File: src/rtl/fsr_pkg.sv
package fsr_pkg;
  // Positions of the supervisory bits above the fault field
  localparam int RST_EV_OFS = 0;
  localparam int EN_LOW_OFS = 1;
  localparam int SUP_BITS   = 2;

  function automatic int stat_width(input int nfault);
    return nfault + SUP_BITS;
  endfunction
endpackage

File: src/rtl/fsr_sync.sv
// Two-stage synchronizer bank with a selectable reset level per bit
module fsr_sync #(
  parameter int          WIDTH  = 2,
  parameter logic [WIDTH-1:0] RST_VAL = '1
) (
  input  logic             clk,
  input  logic             rst_n,
  input  logic [WIDTH-1:0] async_i,
  output logic [WIDTH-1:0] sync_o
);
  logic [WIDTH-1:0] meta_q, sync_q;

  for (genvar b = 0; b < WIDTH; b++) begin : g_bit
    always_ff @(posedge clk or negedge rst_n) begin
      if (!rst_n) begin
        meta_q[b] <= RST_VAL[b];
        sync_q[b] <= RST_VAL[b];
      end else begin
        meta_q[b] <= async_i[b];
        sync_q[b] <= meta_q[b];
      end
    end
  end

  assign sync_o = sync_q;
endmodule

File: src/rtl/fsr_events.sv
// Turns synchronized supervisory lines into status set requests
module fsr_events (
  input  logic clk,
  input  logic rst_n,
  input  logic rst_line_s,
  input  logic en_line_s,
  output logic rst_fall,
  output logic en_low
);
  logic rst_line_d;

  always_ff @(posedge clk or negedge rst_n) begin
    if (!rst_n) rst_line_d <= 1'b1;
    else        rst_line_d <= rst_line_s;
  end

  assign rst_fall = rst_line_d & ~rst_line_s;
  assign en_low   = ~en_line_s;


  rst_fall_edge_chk: assert property (@(posedge clk) disable iff (!rst_n)
    rst_fall |=> !rst_fall);
endmodule

File: src/rtl/fsr_latch.sv
// Sticky status word: set has priority over the read clear
module fsr_latch #(
  parameter int WIDTH = 10
) (
  input  logic             clk,
  input  logic             rst_n,
  input  logic [WIDTH-1:0] set_i,
  input  logic             clr_i,
  output logic [WIDTH-1:0] stat_q
);
  logic [WIDTH-1:0] keep;

  assign keep = clr_i ? '0 : stat_q;

  always_ff @(posedge clk or negedge rst_n) begin
    if (!rst_n) stat_q <= '0;
    else        stat_q <= keep | set_i;
  end


  sticky_hold_chk: assert property (@(posedge clk) disable iff (!rst_n)
    !clr_i |=> ((stat_q & $past(stat_q)) == $past(stat_q)));


  same_cycle_keep_chk: assert property (@(posedge clk) disable iff (!rst_n)
    clr_i |=> ((stat_q & $past(set_i)) == $past(set_i)));
endmodule

File: src/rtl/fsr_pin.sv
// Mask register and registered summary fault pin
module fsr_pin #(
  parameter int WIDTH = 10
) (
  input  logic             clk,
  input  logic             rst_n,
  input  logic [WIDTH-1:0] stat_i,
  input  logic             wr_en,
  input  logic [WIDTH-1:0] wr_data,
  output logic             fault_o
);
  logic [WIDTH-1:0] mask_q;
  logic             hit;

  always_ff @(posedge clk or negedge rst_n) begin
    if (!rst_n)     mask_q <= '0;
    else if (wr_en) mask_q <= wr_data;
  end

  assign hit = |(stat_i & ~mask_q);

  always_ff @(posedge clk or negedge rst_n) begin
    if (!rst_n) fault_o <= 1'b0;
    else        fault_o <= hit;
  end


  pin_cause_chk: assert property (@(posedge clk) disable iff (!rst_n)
    $rose(fault_o) |-> $past(stat_i) != '0);


  pin_empty_chk: assert property (@(posedge clk) disable iff (!rst_n)
    (stat_i == '0) |=> !fault_o);
endmodule

File: src/rtl/fault_status_reg.sv
module fault_status_reg #(
  parameter int CHANNELS     = 2,
  parameter int FLAGS_PER_CH = 4,
  localparam int NF = CHANNELS * FLAGS_PER_CH,
  localparam int W  = fsr_pkg::stat_width(NF)
) (
  input  logic          clk,
  input  logic          rst_n,
  input  logic [NF-1:0] fault_i,
  input  logic          rst_in_n,
  input  logic          en_in,
  input  logic          req_valid,
  output logic          req_ready,
  output logic          rsp_valid,
  input  logic          rsp_ready,
  output logic [W-1:0]  rsp_data,
  input  logic          wr_en,
  input  logic [W-1:0]  wr_data,
  output logic          fault_o
);
  import fsr_pkg::*;

  logic [1:0]   sup_s;
  logic         rst_fall, en_low;
  logic [W-1:0] set_vec, stat_q;
  logic         take;

  fsr_sync #(.WIDTH(2), .RST_VAL(2'b11)) u_sync (
    .clk(clk), .rst_n(rst_n),
    .async_i({en_in, rst_in_n}),
    .sync_o(sup_s)
  );

  fsr_events u_events (
    .clk(clk), .rst_n(rst_n),
    .rst_line_s(sup_s[0]), .en_line_s(sup_s[1]),
    .rst_fall(rst_fall), .en_low(en_low)
  );

  always_comb begin
    set_vec = '0;
    set_vec[NF-1:0]           = fault_i;
    set_vec[NF + RST_EV_OFS]  = rst_fall;
    set_vec[NF + EN_LOW_OFS]  = en_low;
  end

  assign req_ready = !rsp_valid || rsp_ready;
  assign take      = req_valid && req_ready;

  fsr_latch #(.WIDTH(W)) u_latch (
    .clk(clk), .rst_n(rst_n),
    .set_i(set_vec), .clr_i(take),
    .stat_q(stat_q)
  );

  always_ff @(posedge clk or negedge rst_n) begin
    if (!rst_n) begin
      rsp_valid <= 1'b0;
      rsp_data  <= '0;
    end else if (take) begin
      rsp_valid <= 1'b1;
      rsp_data  <= stat_q;
    end else if (rsp_ready) begin
      rsp_valid <= 1'b0;
    end
  end

  fsr_pin #(.WIDTH(W)) u_pin (
    .clk(clk), .rst_n(rst_n),
    .stat_i(stat_q),
    .wr_en(wr_en), .wr_data(wr_data),
    .fault_o(fault_o)
  );


  rsp_hold_chk: assert property (@(posedge clk) disable iff (!rst_n)
    (rsp_valid && !rsp_ready) |=> (rsp_valid && $stable(rsp_data)));


  en_low_sticky_chk: assert property (@(posedge clk) disable iff (!rst_n)
    en_low |=> stat_q[NF + EN_LOW_OFS]);


  rsp_after_take_chk: assert property (@(posedge clk) disable iff (!rst_n)
    take |=> rsp_valid);
endmodule

File: config.mk
export PLATFORM = sky130hd
export DESIGN_NAME = fault_status_reg
export DESIGN_NICKNAME = d
export VERILOG_FILES = /design/src/rtl/fsr_pkg.sv /design/src/rtl/fsr_sync.sv /design/src/rtl/fsr_events.sv /design/src/rtl/fsr_latch.sv /design/src/rtl/fsr_pin.sv /design/src/rtl/fault_status_reg.sv
export SDC_FILE = /design/constraint.sdc
export NUM_CORES = 1
export LEC_CHECK = 0
export BUFFER_PORTS_ARGS = -buffer_cell sky130_fd_sc_hd__buf_2
export CORE_MARGIN = 2
export CORE_UTILIZATION = 40
export CTS_CLUSTER_SIZE = 10
export DETAILED_ROUTE_END_ITERATION = 6
export SYNTH_ARGS = -nofsm -noshare
export SYNTH_HDL_FRONTEND = slang
export SYNTH_SLANG_ARGS = --single-unit
File: constraint.sdc
create_clock -name clk -period 1.8 [get_ports clk]
set_input_delay 0.36 -clock clk [delete_from_list [all_inputs] [get_ports clk]]
set_output_delay 0.36 -clock clk [all_outputs]
set_load 0.01 [all_outputs]
# After elaboration in Yosys (flattened, before gate mapping)
# Index checks and enable logic that the tools add are counted.
[classes] muxes=3 bitwise=6 reduce_logical=5
[ops] cell="10-bit bitwise AND" count=1
[ops] cell="10-bit two-way mux" count=1
[ops] cell="10-bit inverter" count=1
[ops] cell="10-bit bitwise OR" count=1
[ops] cell="10-bit OR reduction" count=1
[ops] cell="1-bit two-way mux" count=2
[ops] cell="1-bit inverter" count=2
[ops] cell="2-bit nonzero test" count=1
[ops] cell="1-bit bitwise AND" count=1
[ops] cell="1-bit logical AND" count=1
[ops] cell="1-bit zero test" count=1
[ops] cell="1-bit logical OR" count=1
[totals] register_bits=37 input_bits=25 output_inout_bits=13 word_cells=24

# Logic depth before layout (Yosys ltp)
[logic_depth] word_depth=5 mapped_depth=4 ltp_nobuf=3

# Modules after synthesis
# A second synthesis with hierarchy kept.
[hier_totals] cells_unflattened=91 hier_area_um2=1415.1
[by_module_without_submodules] mod="fsr_pin" n_inst=1 cells_per_inst=37 area_each_um2=473.0 seq_area_each_um2=275.3
[by_module_without_submodules] mod="fault_status_reg" n_inst=1 cells_per_inst=26 area_each_um2=464.2 seq_area_each_um2=275.3
[by_module_without_submodules] mod="fsr_latch" n_inst=1 cells_per_inst=21 area_each_um2=329.1 seq_area_each_um2=250.2
[by_module_without_submodules] mod="fsr_sync" n_inst=1 cells_per_inst=4 area_each_um2=105.1 seq_area_each_um2=105.1
[by_module_without_submodules] mod="fsr_events" n_inst=1 cells_per_inst=3 area_each_um2=43.8 seq_area_each_um2=26.3

# Worst setup path after synthesis
# Ideal clock, no wire load.
[synth_path] path_kind="input port to flip-flop" from="input rsp_ready" to="register rsp_data[0]" setup_time_ns=0.125 arrival_time_ns=1.052 t_required_ns=1.675 setup_slack_ns=0.623 path_stages=4 path_buffers=1 path_cell_list="nand2b_4 > nand2_1 > buf_6 > mux2_4"
[synth_between] elab_chain_cells=2
[synth_lines] item="start, declared" line="fault_status_reg.sv:15" source="input logic rsp_ready,"
[synth_lines] item="1-bit logical OR" line="fault_status_reg.sv:47" source="assign req_ready = !rsp_valid || rsp_ready;"
[synth_lines] item="1-bit logical AND" line="fault_status_reg.sv:48" source="assign take = req_valid && req_ready;"
[synth_lines] item="end signal, assigned" line="fault_status_reg.sv:62" source="rsp_data <= stat_q;"
[synth_lines] item="end, declared" line="fault_status_reg.sv:16" source="output logic [W-1:0] rsp_data,"
# Every way passes these cells.
# A chain may end at the register's enable or synchronous reset.

# Final worst setup path
[layout_path] from="register rsp_valid" to="output req_ready"
[layout_between] elab_chain_cells=2
[layout_lines] item="start, declared" line="fault_status_reg.sv:14" source="output logic rsp_valid,"
[layout_lines] item="start signal, assigned" line="fault_status_reg.sv:58" source="rsp_valid <= 1'b0;"
[layout_lines] item="start signal, assigned" line="fault_status_reg.sv:61" source="rsp_valid <= 1'b1;"
[layout_lines] item="start signal, assigned" line="fault_status_reg.sv:64" source="rsp_valid <= 1'b0;"
[layout_lines] item="1-bit zero test" line="fault_status_reg.sv:47"
[layout_lines] item="1-bit logical OR" line="fault_status_reg.sv:47"
[layout_lines] item="end, declared" line="fault_status_reg.sv:13" source="output logic req_ready,"
# Every way passes these cells.

==> run metrics <==
Die Area 4000 sq um; Worst setup SP type flop; pin count of the biggest net entering global routing 38; Final #Nets 156; total gr overflow 0; ANT cells 0; number of global-route vias before repair 846; die width 63.2 um; vias per cell 4.54; fin worst setup slack 0.483 ns; post-DP HPWL 1610 um; Slew HR 0.474; IO Pins 38; worst-margin pin slew 0.788 ns; CP peak stage delay 0.41 ns; cts-stage hold buffer count 0; post-route ant nets 0; antenna violations before repair 0; Yosys reg bits 37; IO buf count 37; Avg Cell Area, Syn 15.8 sq um; Max FO, Critical Path 3; Post-CTS Setup Inserts 0; core area 3360 sq um; Die H 63.2 um; WL final 2290 um; Placement Setup Slack 0.412 ns; CTS tree yes; CTS Buf Count 5; Max Cap Viol 0; DRC 0; Initial Utilization 0.417; PostCTS Resize Cnt 0; Max IR drop VDD 0.518 mV; DR vias 803; clock skew 0.00473 ns; Slew Limit Fails 0; Cells after Synth 89; Distinct cells, synth 17; Crit path arrival time 0.96 ns; Slowest cell on crit path dfrtp_1; Root Buffer Master clkbuf_4; Tot GR Track Use 0.134; Power Density 974 nW/um^2; first-pass GRT wire length 3940 um; CTS Sinks 37; Row Count 21; Peak Freq 759 MHz; CP bufs+invs 1; Synth-to-Final Area Change 20.2%; Final min period 1.32 ns; status finished clean; Final Hold Viols 0; Worst setup EP type primary output; H-tree Lvls 2; worst setup path class reg -> out; worst hold path class in -> async; RSZ-0062 raised after global routing no; critical path, cell by cell nand2b_4 -> buf_2; clk_lat worst skew 0.34 ns; Yosys warnings 0; WL per Instance 12.9 um; RD Place Congestion 0.695; initial DRC count 28; final setup fails 0; setup TNS 0 ns; part of the Yosys area used for sequential elements 0.665; share of layout cells above drive strength 1 0.542; Syn Nets 114; crit-path leading delay family flip-flops; Tcrit/Tclk final 0.732; worst path required time 1.44 ns; Worst-path clk slew 0.10 ns; CTS max path bufs 2; Cell Area, Synth 1400 sq um; drt pass-1 iters 3; Leak 0.821 nW
-- worst reg2reg max path, stage by stage (launching register included) --
cell and delay, ns:
dfrtp_1 0.39, nand2b_4 0.07, nand2_1 0.06, buf_4 0.28
mux2_4 0.33
-- kinds of logic after synthesis --
group | after synthesis | synth area share
multiplexers | 20 | 0.187
AND/OR/NAND/NOR | 7 | 0.0357
buffers and inverters | 11 | 0.0366
flip-flops | 37 | 0.665
AO/OA/AOI/OAI | 14 | 0.0758
-- final timing paths --
kind	from	end	slack (ns)	cells past startpoint
setup / recovery	rsp_valid	req_ready	0.48	2
hold / removal	rst_n	u_pin.fault_o	0.09	1
setup reg to reg	rsp_valid	rsp_data[4]	0.56	4
hold reg to reg	u_sync.meta_q[0]	u_sync.sync_o[0]	0.36	0
max in group asynchronous	rst_n	u_latch.stat_q[2]	1.21	1
min in group clk	en_in	u_sync.meta_q[1]	0.11	1
-- cell type report --
cell class	instances	area (sq um)
fillers	337	1680
flip-flops and latches	37	932
multi-input cells	41	419
repair buffers	38	193
well taps	46	57.6
clock buffers	7	55.1
inverters	8	30.0
-- synth_stat cells --
cell type	number	area, sq um
buf_6	1	11.3
o22ai_1	3	18.8
inv_1	7	26.3
dfrtp_1	32	801
nand2_1	1	3.75
clkinv_1	1	3.75
dfstp_2	5	131
mux2_2	10	113
buf_2	2	10.0
a21o_1	8	60.1
mux2_4	10	150
a22o_1	1	8.76
nand2b_4	1	13.8
or4_1	1	7.51
o2111ai_1	1	8.76
nand2b_1	4	25.0
a21bo_2	1	10.0
-- where the power goes --
part           internal [mW]  switching (mW)  total (mW)
combinational          0.143          0.0994       0.243
sequential             0.919          0.0494       0.969
clock                  0.184           0.247       0.431
-- stage by stage --
| stage | std cells | area (sq um) | util | power [mW] | hold slack [ns] |
|---|---|---|---|---|---|
| 5_1_grt | 177 | 1690 | 0.501 | 1.75 | 0.0820 |
| 6_report | 177 | 1690 | 0.501 | 1.64 | 0.0947 |
| 4_1_cts | 177 | 1690 | 0.501 | 1.67 | 0.0985 |
| 2_1_floorplan | 89 | 1400 | - | 1.13 | 0.0644 |
| 3_5_place_dp | 170 | 1630 | 0.485 | 1.23 | 0.347 |
| 3_3_place_gp | 170 | 1630 | 0.485 | 1.22 | 0.345 |
-- cells in the final DEF, fill, tap and decap left out, types with 3 or more instances in the layout --
cell type	n
a21o_1	8
buf_2	37
clkbuf_4	5
dfrtp_1	32
dfstp_2	5
inv_1	7
mux2_2	10
mux2_4	10
nand2b_1	4
o22ai_1	3
-- per-layer routing --
metal / global-route usage / share of wire
met5: 0 / 0
met4: 0.0652 / 0.022
met3: 0.0571 / 0.069
met2: 0.197 / 0.43
met1: 0.169 / 0.48
-- registers in the layout, summed over array words and instances, names as in the netlist --
| name | cells |
|---|---|
| rsp_data | 10 |
| u_latch.stat_q | 10 |
| u_pin.mask_q | 10 |
| u_sync.meta_q | 2 |
| u_sync.sync_o | 2 |
| rsp_valid | 1 |
| u_events.rst_line_d | 1 |
| u_pin.fault_o | 1 |
Power figures use the tool's default switching activity.
